## config.mk

```make
export PLATFORM = sky130hd
export DESIGN_NAME = ser4_port
export DESIGN_NICKNAME = d
export VERILOG_FILES = /design/src/rtl/ser4_pkg.sv /design/src/rtl/ser4_shift0.sv /design/src/rtl/ser4_tx.sv /design/src/rtl/ser4_rx.sv /design/src/rtl/ser4_port.sv
export SDC_FILE = /design/constraint.sdc
export NUM_CORES = 1
export LEC_CHECK = 0
export BUFFER_PORTS_ARGS = -buffer_cell sky130_fd_sc_hd__buf_2
export CAP_MARGIN = 20
export CORE_MARGIN = 3
export CORE_UTILIZATION = 50
export CTS_CLUSTER_SIZE = 8
export DETAILED_ROUTE_END_ITERATION = 12
export GPL_ROUTABILITY_DRIVEN = 1
export GPL_TIMING_DRIVEN = 1
export PLACE_DENSITY = 0.71
export SYNTH_ARGS = -nofsm -noshare
export SYNTH_HDL_FRONTEND = slang
export SYNTH_SLANG_ARGS = --single-unit
```

## constraint.sdc

```tcl
create_clock -name clk_i -period 2.05 [get_ports clk_i]
set_input_delay 0.1025 -clock clk_i [delete_from_list [all_inputs] [get_ports clk_i]]
set_output_delay 0.1025 -clock clk_i [all_outputs]
set_load 0.005 [all_outputs]
```

## src/rtl/ser4_pkg.sv

```systemverilog
package ser4_pkg;
  typedef enum logic [1:0] {
    MODE_SHIFT  = 2'd0,
    MODE_ASYNC8 = 2'd1,
    MODE_FIXED9 = 2'd2,
    MODE_VAR9   = 2'd3
  } ser_mode_e;

  typedef struct packed {
    ser_mode_e mode;
    logic      filt;
    logic      ren;
    logic      tb8;
    logic      rb8;
    logic      ti;
    logic      ri;
  } ser_ctrl_t;
endpackage

```

## src/rtl/ser4_shift0.sv

```systemverilog
module ser4_shift0 #(
  parameter int DIV = 6
) (
  input  logic       clk_i,
  input  logic       rst_ni,
  input  logic       tx_start_i,
  input  logic       rx_start_i,
  input  logic [7:0] data_i,
  input  logic       rxd_i,
  output logic       sclk_o,
  output logic       dout_o,
  output logic       oe_o,
  output logic       tx_done_o,
  output logic       rx_done_o,
  output logic [7:0] rx_byte_o
);
  localparam int PW = $clog2(DIV);
  localparam logic [PW-1:0] PH_LAST = PW'(DIV - 1);
  localparam logic [PW-1:0] PH_HALF = PW'(DIV / 2);
  localparam logic [PW-1:0] PH_SAMP = PW'(DIV / 2 - 1);

  logic          act_q, dir_q;
  logic [PW-1:0] ph_q;
  logic [2:0]    bit_q;
  logic [7:0]    sh_q;
  logic          last_w;

  assign last_w = act_q && ph_q == PH_LAST && bit_q == 3'd7;

  always_ff @(posedge clk_i or negedge rst_ni) begin
    if (!rst_ni) begin
      act_q <= 1'b0;
      dir_q <= 1'b0;
      ph_q  <= '0;
      bit_q <= '0;
      sh_q  <= '0;
    end else if (!act_q) begin
      ph_q  <= '0;
      bit_q <= '0;
      if (tx_start_i) begin
        act_q <= 1'b1;
        dir_q <= 1'b1;
        sh_q  <= data_i;
      end else if (rx_start_i) begin
        act_q <= 1'b1;
        dir_q <= 1'b0;
      end
    end else begin
      if (ph_q == PH_LAST) begin
        ph_q  <= '0;
        bit_q <= bit_q + 3'd1;
        if (dir_q) sh_q <= {1'b0, sh_q[7:1]};
        if (bit_q == 3'd7) act_q <= 1'b0;
      end else begin
        ph_q <= ph_q + PW'(1);
        if (!dir_q && ph_q == PH_SAMP) sh_q <= {rxd_i, sh_q[7:1]};
      end
    end
  end

  assign sclk_o    = act_q ? (ph_q >= PH_HALF) : 1'b1;
  assign dout_o    = sh_q[0];
  assign oe_o      = act_q & dir_q;
  assign tx_done_o = last_w & dir_q;
  assign rx_done_o = last_w & ~dir_q;
  assign rx_byte_o = sh_q;

  assert_phase_range_R2: assert property (@(posedge clk_i) disable iff (!rst_ni)
    act_q |-> (ph_q <= PH_LAST));
endmodule

```

## src/rtl/ser4_tx.sv

```systemverilog
module ser4_tx #(
  parameter int OVS = 16
) (
  input  logic       clk_i,
  input  logic       rst_ni,
  input  logic       tick_i,
  input  logic       start_i,
  input  logic       nine_i,
  input  logic       b9_i,
  input  logic [7:0] data_i,
  output logic       txd_o,
  output logic       ti_set_o
);
  localparam int CW = $clog2(OVS);
  localparam logic [CW-1:0] CNT_END = CW'(OVS - 1);

  logic          busy_q, txd_q;
  logic [CW-1:0] cnt_q;
  logic [3:0]    left_q;
  logic [9:0]    sh_q;
  logic          wrap_w;

  assign wrap_w = busy_q & tick_i & (cnt_q == CNT_END);

  always_ff @(posedge clk_i or negedge rst_ni) begin
    if (!rst_ni) begin
      busy_q <= 1'b0;
      txd_q  <= 1'b1;
      cnt_q  <= '0;
      left_q <= '0;
      sh_q   <= '1;
    end else if (start_i) begin
      busy_q <= 1'b1;
      txd_q  <= 1'b0;
      cnt_q  <= '0;
      left_q <= nine_i ? 4'd10 : 4'd9;
      sh_q   <= {1'b1, nine_i ? b9_i : 1'b1, data_i};
    end else if (busy_q && tick_i) begin
      cnt_q <= wrap_w ? '0 : cnt_q + CW'(1);
      if (wrap_w) begin
        if (left_q == 4'd0) begin
          busy_q <= 1'b0;
          txd_q  <= 1'b1;
        end else begin
          txd_q  <= sh_q[0];
          sh_q   <= {1'b1, sh_q[9:1]};
          left_q <= left_q - 4'd1;
        end
      end
    end
  end

  assign txd_o    = txd_q;
  assign ti_set_o = wrap_w & (left_q == 4'd1);

  assert_idle_high_R13: assert property (@(posedge clk_i) disable iff (!rst_ni)
    !busy_q |-> txd_q);
  assert_left_bound_R4: assert property (@(posedge clk_i) disable iff (!rst_ni)
    busy_q |-> (left_q <= 4'd10));
endmodule

```

## src/rtl/ser4_rx.sv

```systemverilog
module ser4_rx #(
  parameter int OVS  = 16,
  parameter int SYNC = 2
) (
  input  logic       clk_i,
  input  logic       rst_ni,
  input  logic       tick_i,
  input  logic       en_i,
  input  logic       ren_i,
  input  logic       nine_i,
  input  logic       rxd_i,
  output logic       done_o,
  output logic [7:0] byte_o,
  output logic       b9_o,
  output logic       stop_ok_o
);
  localparam int CW  = $clog2(OVS);
  localparam int MID = OVS / 2;
  localparam logic [CW-1:0] S_A   = CW'(MID - 2);
  localparam logic [CW-1:0] S_B   = CW'(MID - 1);
  localparam logic [CW-1:0] S_C   = CW'(MID);
  localparam logic [CW-1:0] S_END = CW'(OVS - 1);

  logic [SYNC-1:0] sync_q;
  logic            rx_s;

  generate
    if (SYNC == 1) begin : g_sync_one
      always_ff @(posedge clk_i or negedge rst_ni) begin
        if (!rst_ni) sync_q <= '1;
        else         sync_q <= rxd_i;
      end
    end else begin : g_sync_many
      always_ff @(posedge clk_i or negedge rst_ni) begin
        if (!rst_ni) sync_q <= '1;
        else         sync_q <= {sync_q[SYNC-2:0], rxd_i};
      end
    end
  endgenerate

  assign rx_s = sync_q[SYNC-1];

  logic          run_q, v0_q, v1_q, maj_w;
  logic [CW-1:0] cnt_q;
  logic [3:0]    idx_q, last_w;
  logic [8:0]    sh_q;

  assign maj_w  = (v0_q & v1_q) | (v0_q & rx_s) | (v1_q & rx_s);
  assign last_w = nine_i ? 4'd10 : 4'd9;

  always_ff @(posedge clk_i or negedge rst_ni) begin
    if (!rst_ni) begin
      run_q     <= 1'b0;
      cnt_q     <= '0;
      idx_q     <= '0;
      v0_q      <= 1'b1;
      v1_q      <= 1'b1;
      sh_q      <= '0;
      done_o    <= 1'b0;
      byte_o    <= '0;
      b9_o      <= 1'b0;
      stop_ok_o <= 1'b0;
    end else begin
      done_o <= 1'b0;
      if (tick_i) begin
        if (!run_q) begin
          if (en_i && ren_i && !rx_s) begin
            run_q <= 1'b1;
            cnt_q <= '0;
            idx_q <= '0;
          end
        end else begin
          cnt_q <= (cnt_q == S_END) ? '0 : cnt_q + CW'(1);
          if (cnt_q == S_END) idx_q <= idx_q + 4'd1;
          if (cnt_q == S_A) v0_q <= rx_s;
          if (cnt_q == S_B) v1_q <= rx_s;
          if (cnt_q == S_C) begin
            if (idx_q == 4'd0) begin
              if (maj_w) run_q <= 1'b0;  // false start
            end else if (idx_q == last_w) begin
              run_q     <= 1'b0;
              done_o    <= 1'b1;
              stop_ok_o <= maj_w;
              if (nine_i) begin
                byte_o <= sh_q[7:0];
                b9_o   <= sh_q[8];
              end else begin
                byte_o <= sh_q[8:1];
                b9_o   <= maj_w;
              end
            end else begin
              sh_q <= {maj_w, sh_q[8:1]};
            end
          end
        end
      end
    end
  end

  assert_done_pulse_R4: assert property (@(posedge clk_i) disable iff (!rst_ni)
    done_o |=> !done_o);
  assert_idx_bound_R5: assert property (@(posedge clk_i) disable iff (!rst_ni)
    run_q |-> (idx_q <= 4'd10));
endmodule

```

## src/rtl/ser4_port.sv

```systemverilog
module ser4_port
  import ser4_pkg::*;
#(
  parameter int OVS         = 16,
  parameter int M0_DIV      = 6,
  parameter int SYNC_STAGES = 2
) (
  input  logic       clk_i,
  input  logic       rst_ni,
  input  logic       baud_tick_i,
  input  logic       rate_dbl_i,
  input  logic       rxd_i,
  output logic       rxd_o,
  output logic       rxd_oe_o,
  output logic       txd_o,
  input  logic       wr_en_i,
  input  logic       addr_i,
  input  logic [7:0] wdata_i,
  output logic [7:0] rdata_o,
  output logic       ti_o,
  output logic       ri_o
);
  ser_ctrl_t  ctrl_q;
  logic [7:0] rbuf_q;
  logic [1:0] div_q;

  logic wr_ctrl, wr_data, is_shift, nine, tick16;
  assign wr_ctrl  = wr_en_i & ~addr_i;
  assign wr_data  = wr_en_i & addr_i;
  assign is_shift = (ctrl_q.mode == MODE_SHIFT);
  assign nine     = ctrl_q.mode[1];
  assign tick16   = (ctrl_q.mode == MODE_FIXED9) ? (rate_dbl_i ? div_q[0] : &div_q)
                                                 : baud_tick_i;

  logic m0_sclk, m0_dout, m0_oe, m0_tx_done, m0_rx_done;
  logic [7:0] m0_byte;

  ser4_shift0 #(.DIV(M0_DIV)) u_shift0 (
    .clk_i      (clk_i),
    .rst_ni     (rst_ni),
    .tx_start_i (wr_data & is_shift),
    .rx_start_i (is_shift & ctrl_q.ren & ~ctrl_q.ri & ~wr_data),
    .data_i     (wdata_i),
    .rxd_i      (rxd_i),
    .sclk_o     (m0_sclk),
    .dout_o     (m0_dout),
    .oe_o       (m0_oe),
    .tx_done_o  (m0_tx_done),
    .rx_done_o  (m0_rx_done),
    .rx_byte_o  (m0_byte)
  );

  logic a_txd, a_ti_set;

  ser4_tx #(.OVS(OVS)) u_tx (
    .clk_i    (clk_i),
    .rst_ni   (rst_ni),
    .tick_i   (tick16),
    .start_i  (wr_data & ~is_shift),
    .nine_i   (nine),
    .b9_i     (ctrl_q.tb8),
    .data_i   (wdata_i),
    .txd_o    (a_txd),
    .ti_set_o (a_ti_set)
  );

  logic a_done, a_b9, a_stop_ok;
  logic [7:0] a_byte;

  ser4_rx #(.OVS(OVS), .SYNC(SYNC_STAGES)) u_rx (
    .clk_i     (clk_i),
    .rst_ni    (rst_ni),
    .tick_i    (tick16),
    .en_i      (~is_shift),
    .ren_i     (ctrl_q.ren),
    .nine_i    (nine),
    .rxd_i     (rxd_i),
    .done_o    (a_done),
    .byte_o    (a_byte),
    .b9_o      (a_b9),
    .stop_ok_o (a_stop_ok)
  );

  logic pass_async, take_async, take_m0, ti_set;
  assign pass_async = ~ctrl_q.filt | (nine ? a_b9 : a_stop_ok);
  assign take_async = a_done & ~is_shift & pass_async & ~ctrl_q.ri;
  assign take_m0    = m0_rx_done & is_shift & ~ctrl_q.ri;
  assign ti_set     = is_shift ? m0_tx_done : a_ti_set;

  always_ff @(posedge clk_i or negedge rst_ni) begin
    if (!rst_ni) begin
      ctrl_q <= '0;
      rbuf_q <= '0;
      div_q  <= '0;
    end else begin
      div_q <= div_q + 2'd1;
      if (wr_ctrl) ctrl_q <= ser_ctrl_t'(wdata_i);
      if (ti_set) ctrl_q.ti <= 1'b1;
      if (take_async) begin
        rbuf_q     <= a_byte;
        ctrl_q.rb8 <= a_b9;
        ctrl_q.ri  <= 1'b1;
      end else if (take_m0) begin
        rbuf_q    <= m0_byte;
        ctrl_q.ri <= 1'b1;
      end
    end
  end

  assign txd_o    = is_shift ? m0_sclk : a_txd;
  assign rxd_o    = m0_dout;
  assign rxd_oe_o = m0_oe;
  assign rdata_o  = addr_i ? rbuf_q : ctrl_q;
  assign ti_o     = ctrl_q.ti;
  assign ri_o     = ctrl_q.ri;

  assert_ti_sticky_R12: assert property (@(posedge clk_i) disable iff (!rst_ni)
    (ctrl_q.ti && !wr_ctrl) |=> ctrl_q.ti);
  assert_ri_sticky_R12: assert property (@(posedge clk_i) disable iff (!rst_ni)
    (ctrl_q.ri && !wr_ctrl) |=> ctrl_q.ri);
  assert_drop_keeps_buf_R11: assert property (@(posedge clk_i) disable iff (!rst_ni)
    (ctrl_q.ri && !wr_ctrl) |=> ($stable(rbuf_q) && $stable(ctrl_q.rb8)));
endmodule

```

* Word level (Yosys, flattened, before mapping)
Cells that the tools add are included.
Word-level totals: input port bits 15, logic and storage cells 189, register bits after elaboration 87, output and inout bits 13
Cells by class: muxes and demuxes 69, eq/ne operators 16, add/subtract/negate cells 7, bitwise gates (word level) 33, reduce and logical (&&, ||, !) cells 33, $lt $le $gt $ge 1
Operator list (number):
- 8-bit 2-to-1 mux | 9
- 4-bit 2-to-1 mux | 12
- 10-bit 2-to-1 mux | 4
- 1-bit 2-to-1 mux | 38
- 1-bit AND | 21
- 3-bit AND reduction | 6
- 2-bit nonzero test | 9
- 3-bit 2-to-1 mux | 5
- 4-bit by 1-bit adder with 4-bit output (second input constant) | 3
- 4-bit equality test (second input constant) | 3
- 5-bit AND reduction | 2
- 1-bit NOT | 9
- 4-bit by 3-bit equality test with 1-bit output (second input constant) | 2
- 4-bit logical NOT | 2
- 2-bit AND reduction | 4
- 3-bit by 1-bit adder with 3-bit output (second input constant) | 2
- 3-bit equality test (second input constant) | 2
- 1-bit logical AND | 6
- 3-bit inequality test (second input constant) | 2
- 4-bit by 1-bit equality test with 1-bit output (second input constant) | 1
- 4-bit equality test | 1
- 2-bit inequality test (second input constant) | 2
- 4-bit by 1-bit subtractor with 4-bit output (second input constant) | 1
- 3-bit by 2-bit equality test with 1-bit output (second input constant) | 1
- 9 further kinds | 12

* Longest topological paths before layout
depth in word-level cells 8, gate-level depth with buffers 8, depth with buffers taken out 6

* Modules after synthesis
Synthesis repeated with hierarchy kept, for this count alone.
Unflattened totals: cell total of the unflattened synthesis 409, area, all modules 4654.5 um2
By module, submodules not included:
- ser4_rx | times used 1, sequential area each 830.8 um2, area each 1585.3 um2, cells an instance 138
- ser4_tx | times used 1, sequential area each 488.0 um2, area each 1159.9 um2, cells an instance 109
- ser4_port | times used 1, sequential area each 450.4 um2, area each 1048.5 um2, cells an instance 78
- ser4_shift0 | times used 1, sequential area each 400.4 um2, area each 860.8 um2, cells an instance 84

* Worst setup path after synthesis
OpenSTA, ideal clock, no wires.
kind reg2reg, start reg div_q[0], end reg u_tx.sh_q[8], buffers on the path 2, arrival 1.806 ns, stages on the path, launching flop included 8, setup time 0.083 ns, data required time 1.967 ns, setup slack 0.161 ns, clock period less this slack 1.889 ns, cells stage by stage dfrtp_1 -> ha_1 -> mux2_4 -> mux2_4 -> and3_1 -> buf_6 -> buf_6 -> o32a_1
On the way: cells in the longest elaborated chain, start to end 7, elaborated cells between the ends (all ways) 9, those cells by class mux (2); bitwise (2); reduce/logical (5)
Ends and longest elaborated chain:
- start, declared | RTL line ser4_port.sv:25 | logic [1:0] div_q;
- start signal, assigned | RTL line ser4_port.sv:96 | div_q <= div_q + 2'd1;
- 2-bit AND reduction | RTL line ser4_port.sv:32 | assign tick16 = (ctrl_q.mode == MODE_FIXED9) ? (rate_dbl_i ? div_q[0] : &div_q)
- 1-bit 2-to-1 mux * (2 in a row) | RTL line ser4_port.sv:32
- 1-bit AND (2 in a row) | RTL line ser4_tx.sv:23 | assign wrap_w = busy_q & tick_i & (cnt_q == CNT_END);
- 2-bit nonzero test (no line)
- 3-bit AND reduction (no line) *
- end signal, assigned | RTL line ser4_tx.sv:37 | sh_q <= {1'b1, nine_i ? b9_i : 1'b1, data_i};
- end signal, assigned | RTL line ser4_tx.sv:46 | sh_q <= {1'b1, sh_q[9:1]};
- end, declared | RTL line ser4_tx.sv:20 | logic [9:0] sh_q;
Mark *: on every way between the ends. The rest lies on a longest branch, timed or not. A chain may end at the register's enable or synchronous reset.

* Worst setup path in the final report
start reg u_rx.cnt_q[1], end reg u_rx.byte_o[1]
On the way: cells in the longest elaborated chain, start to end 2
Ends and longest elaborated chain:
- start, declared | RTL line ser4_rx.sv:44 | logic [CW-1:0] cnt_q;
- start signal, assigned | RTL line ser4_rx.sv:73 | cnt_q <= (cnt_q == S_END) ? '0 : cnt_q + CW'(1);
- 4-bit equality test | RTL line ser4_rx.sv:77 | if (cnt_q == S_C) begin
- 5-bit AND reduction (no line)
- end signal, assigned | RTL line ser4_rx.sv:85 | byte_o <= sh_q[7:0];
- end signal, assigned | RTL line ser4_rx.sv:88 | byte_o <= sh_q[8:1];
- end, declared | RTL line ser4_rx.sv:13 | output logic [7:0] byte_o,
No other way between the ends.

==> impl_metrics.csv <==
group,metric,value,unit
outcome,status,"finished clean",
die,io_pins,28,
clocking,htree_levels,3,
clocking,clk_latency,0.37,ns
yosys,ys_seq_elements,86,
drt,vias,2979,
setup_path,crit_start,"u_rx.cnt_q[1]",
setup_path,path_delay_family,"simple AND/OR/NAND/NOR gates",
sta,finalHoldViolCount,0,
hold_path,hold_class,"in -> reg",
die,std_cell_rows,33,
yosys,syn-num-nets,409,
final_layout,areaGrowthSynthToFinish,14.31,%
power_and_ir_drop,cellPowerDensity,1036,nW/um2
sta,layout_worst_path_cycle_share,94.10,%
clocking,clkTransAtPathRegs,0.09,ns
final_layout,n_antenna_cell,0,
clocking,cts_sinks,86,
place,dp_cells,516,
yosys,synthArstFlopShare,100.0,%
setup_path,cp-start-kind,"flip-flop",
power_and_ir_drop,comb_power_share,27.2,%
setup_path,path_max_fanout,11,
drt,drc,0,
final_layout,nets,459,
sta,worst_slack,0.1210,ns
yosys,syn_inst,381,
power_and_ir_drop,p_sw_share,33.22,%
place,io_buffers,27,
place,gp_congestion,0.7852,
setup_path,cp-end-kind,"flip-flop",
drt,viasPerCell,5.506,
sta,fmaxAchievable,518.4,MHz
drt,drt_iter0_drc,146,
sta,final.setup_skew,0.007296,ns
final_layout,fillCellCount,706,
yosys,syn_area,4397,um2
drt,drtAntennaViolNets,0,
grt,grt_pass1_vias,3001,
yosys,yosysSeqAreaShare,49.35,%
clocking,cts_buffers,9,
grt,grt_start_max_net_pins,42,
grt,grt_pass1_wl,15000,um
place,place_worst_setup_slack,0.02705,ns
power_and_ir_drop,internal_power,3.476,mW
power_and_ir_drop,p_leak,2.368,nW
setup_path,worst_ep_arrival_time,2.18,ns
setup_path,cpMaxStageDelayCell,"dfrtp_1",
final_layout,layout-drive-gt1-share,32.80,%
setup_path,cpPeakStageDelay,0.43,ns
sta,worstMarginPinSlew,0.5382,ns
die,die_x,99.78,um
final_layout,regArea,2170,um2
yosys,synth_edf_count,0,
final_layout,stdcell_area,5026,um2
sta,relSlewSlack,63.98,%
drt,wl_per_cell,16.43,um
yosys,yosys.cell_types.count,60,
grt,gr-total-overflow,0,
sta,whs,0.02117,ns
sta,finalCriticalPeriod,1.929,ns
final_layout,final_cell_mix,"72 x dfrtp_1, 48 x mux2_2, 37 x nor2_1",
yosys,synth_warnings,0,
sta,rsz0062_at_grt,"no",
clocking,tritoncts,"built",
yosys,synthFlopType,"dfrtp_1",
setup_path,path_buf_inv,2,
yosys,synth_area_per_cell,11.54,um2
die,dieArea,9955,um2
clocking,cts_root_buf,"clkbuf_8",
final_layout,final_common_cell,"dfrtp_1",
die,core,8382,um2
grt,antenna_found_initial,0,
setup_path,crit_chain,"inv_1 > ha_1 > nand4b_1 > or2_2 > nor3_2 > buf_6 > mux2_1",
hold_path,hold_start,"wdata_i[1]",
place,placed_cell_area,4700,um2
setup_path,critPathKind,"reg -> reg",
power_and_ir_drop,power,5.205,mW
drt,drt_pass1_iterations,4,
power_and_ir_drop,p_seq_share,46.7,%
sta,finalMaxSlewViolations,0,
power_and_ir_drop,worst_ir_drop_vdd,0.0005955,V
final_layout,fin_cells,541,
sta,setup_violations,0,
run,drv_cap,0,
drt,drt_wl_total,8889,um
grt,grt_usage,19.25,%
power_and_ir_drop,clockPowerShare,26.1,%
die,die-height,99.78,um
clocking,cts_buffer_depth,2,
setup_path,worst_ep_required_time,2.30,ns
setup_path,r2r-start,"u_rx.cnt_q[1]",
place,dpl.hpwl,6450,um
final_layout,post-route-util,59.96,%
power_and_ir_drop,switching_power,1.729,mW
final_layout,multi_input_area,2092,um2
die,start_util,52.46,%
sta,tns,0,ns
-- final timing paths --
path	endpoint	slack, ns	depth (start not counted)
worst max-delay path	u_rx.byte_o[1]	0.12	7
worst min-delay path	u_tx.sh_q[1]	0.02	3
worst min register to register	u_rx.sync_q[1]	0.36	0
max in group asynchronous	u_tx.sh_q[8]	1.12	3
min in group asynchronous	u_rx.sh_q[6]	0.25	2
worst max register to register	u_rx.byte_o[1]	0.12	7
-- layout make-up --
type	instances	area share, %
clock buffers	9	2.465
clock inverters	7	2.041
inverters	11	0.8962
multi-input cells	269	41.62
flip-flops and latches	86	43.17
well taps	105	2.614
repair buffers	54	7.194
-- power by group through the flow --
| stage | registers, mW | logic (mW) | clock network [mW] |
|---|---|---|---|
| detailed placement | 2.46 | 1.37 | 0 |
| finish | 2.43 | 1.41 | 1.36 |
| global placement | 2.44 | 1.31 | 0 |
| global route | 2.48 | 1.61 | 1.46 |
| floorplan | 2.35 | 1.05 | 0 |
| CTS | 2.43 | 1.39 | 1.38 |
-- worst register-to-register path, stage by stage, from the launching register on --
cell      delay [ns]
dfrtp_1         0.43
inv_1           0.07
ha_1            0.14
nand4b_1        0.12
or2_2           0.32
nor3_2          0.20
buf_6           0.18
mux2_1          0.34
-- timing repair --
item,4_1_cts,5_1_grt
buffers inserted,0,2
setup endpoints to repair,0,23
hold endpoints to repair,43,0
hold buffers,7,0
gates resized for setup,0,4
-- cells in the mapped netlist, drive strengths merged (3+ instances only) --
cell type	n	share of area, %
a22o	3	0.60
dfstp	14	8.4
o21ai	14	1.8
nand4	3	0.43
ha	13	3.7
nor3	7	1.0
dfrtp	72	41
nor2b	3	0.60
nand2	23	2.0
nand3	13	1.5
xnor2	3	0.60
nor2	38	3.6
and3	4	0.57
a21oi	27	3.3
mux2i	22	5.0
buf	12	2.0
mux2	60	16
inv	10	0.85
clkbuf	3	0.26
nand2b	3	0.43
-- routing by layer --
metal	routed length, um	vias up	share of wire, %	GRT usage (%)
li1	-	1463	-	-
met1	4157	1453	47	25.60
met2	4297	51	48	31.50
met3	313	12	3.5	4.100
met4	121	0	1.4	6.303
met5	0	-	0	0
-- cell families after synthesis --
logic type               count (synthesis)  synth area share, %
AND/OR/NAND/NOR                        109                12.66
XOR/XNOR                                 5               0.9962
AO/OA/AOI/OAI                           59                9.278
buffers and inverters                   26                3.244
flip-flops                              86                49.35
multiplexers                            82                20.55
adder cells (fa/ha/maj)                 14                3.927
-- state kept, by name, summed over array words and instances, names as in the netlist, 2 cells and up --
register / cells
u_tx.cnt_q: 4
u_shift0.bit_q: 3
u_rx.cnt_q: 4
u_rx.byte_o: 8
u_shift0.rx_byte_o: 8
rbuf_q: 8
u_shift0.ph_q: 3
ctrl_q: 6
u_tx.sh_q: 9
u_rx.sh_q: 9
u_tx.left_q: 4
u_rx.idx_q: 4
u_rx.sync_q: 2
div_q: 2
No activity file was read; power rests on OpenSTA's default activity.
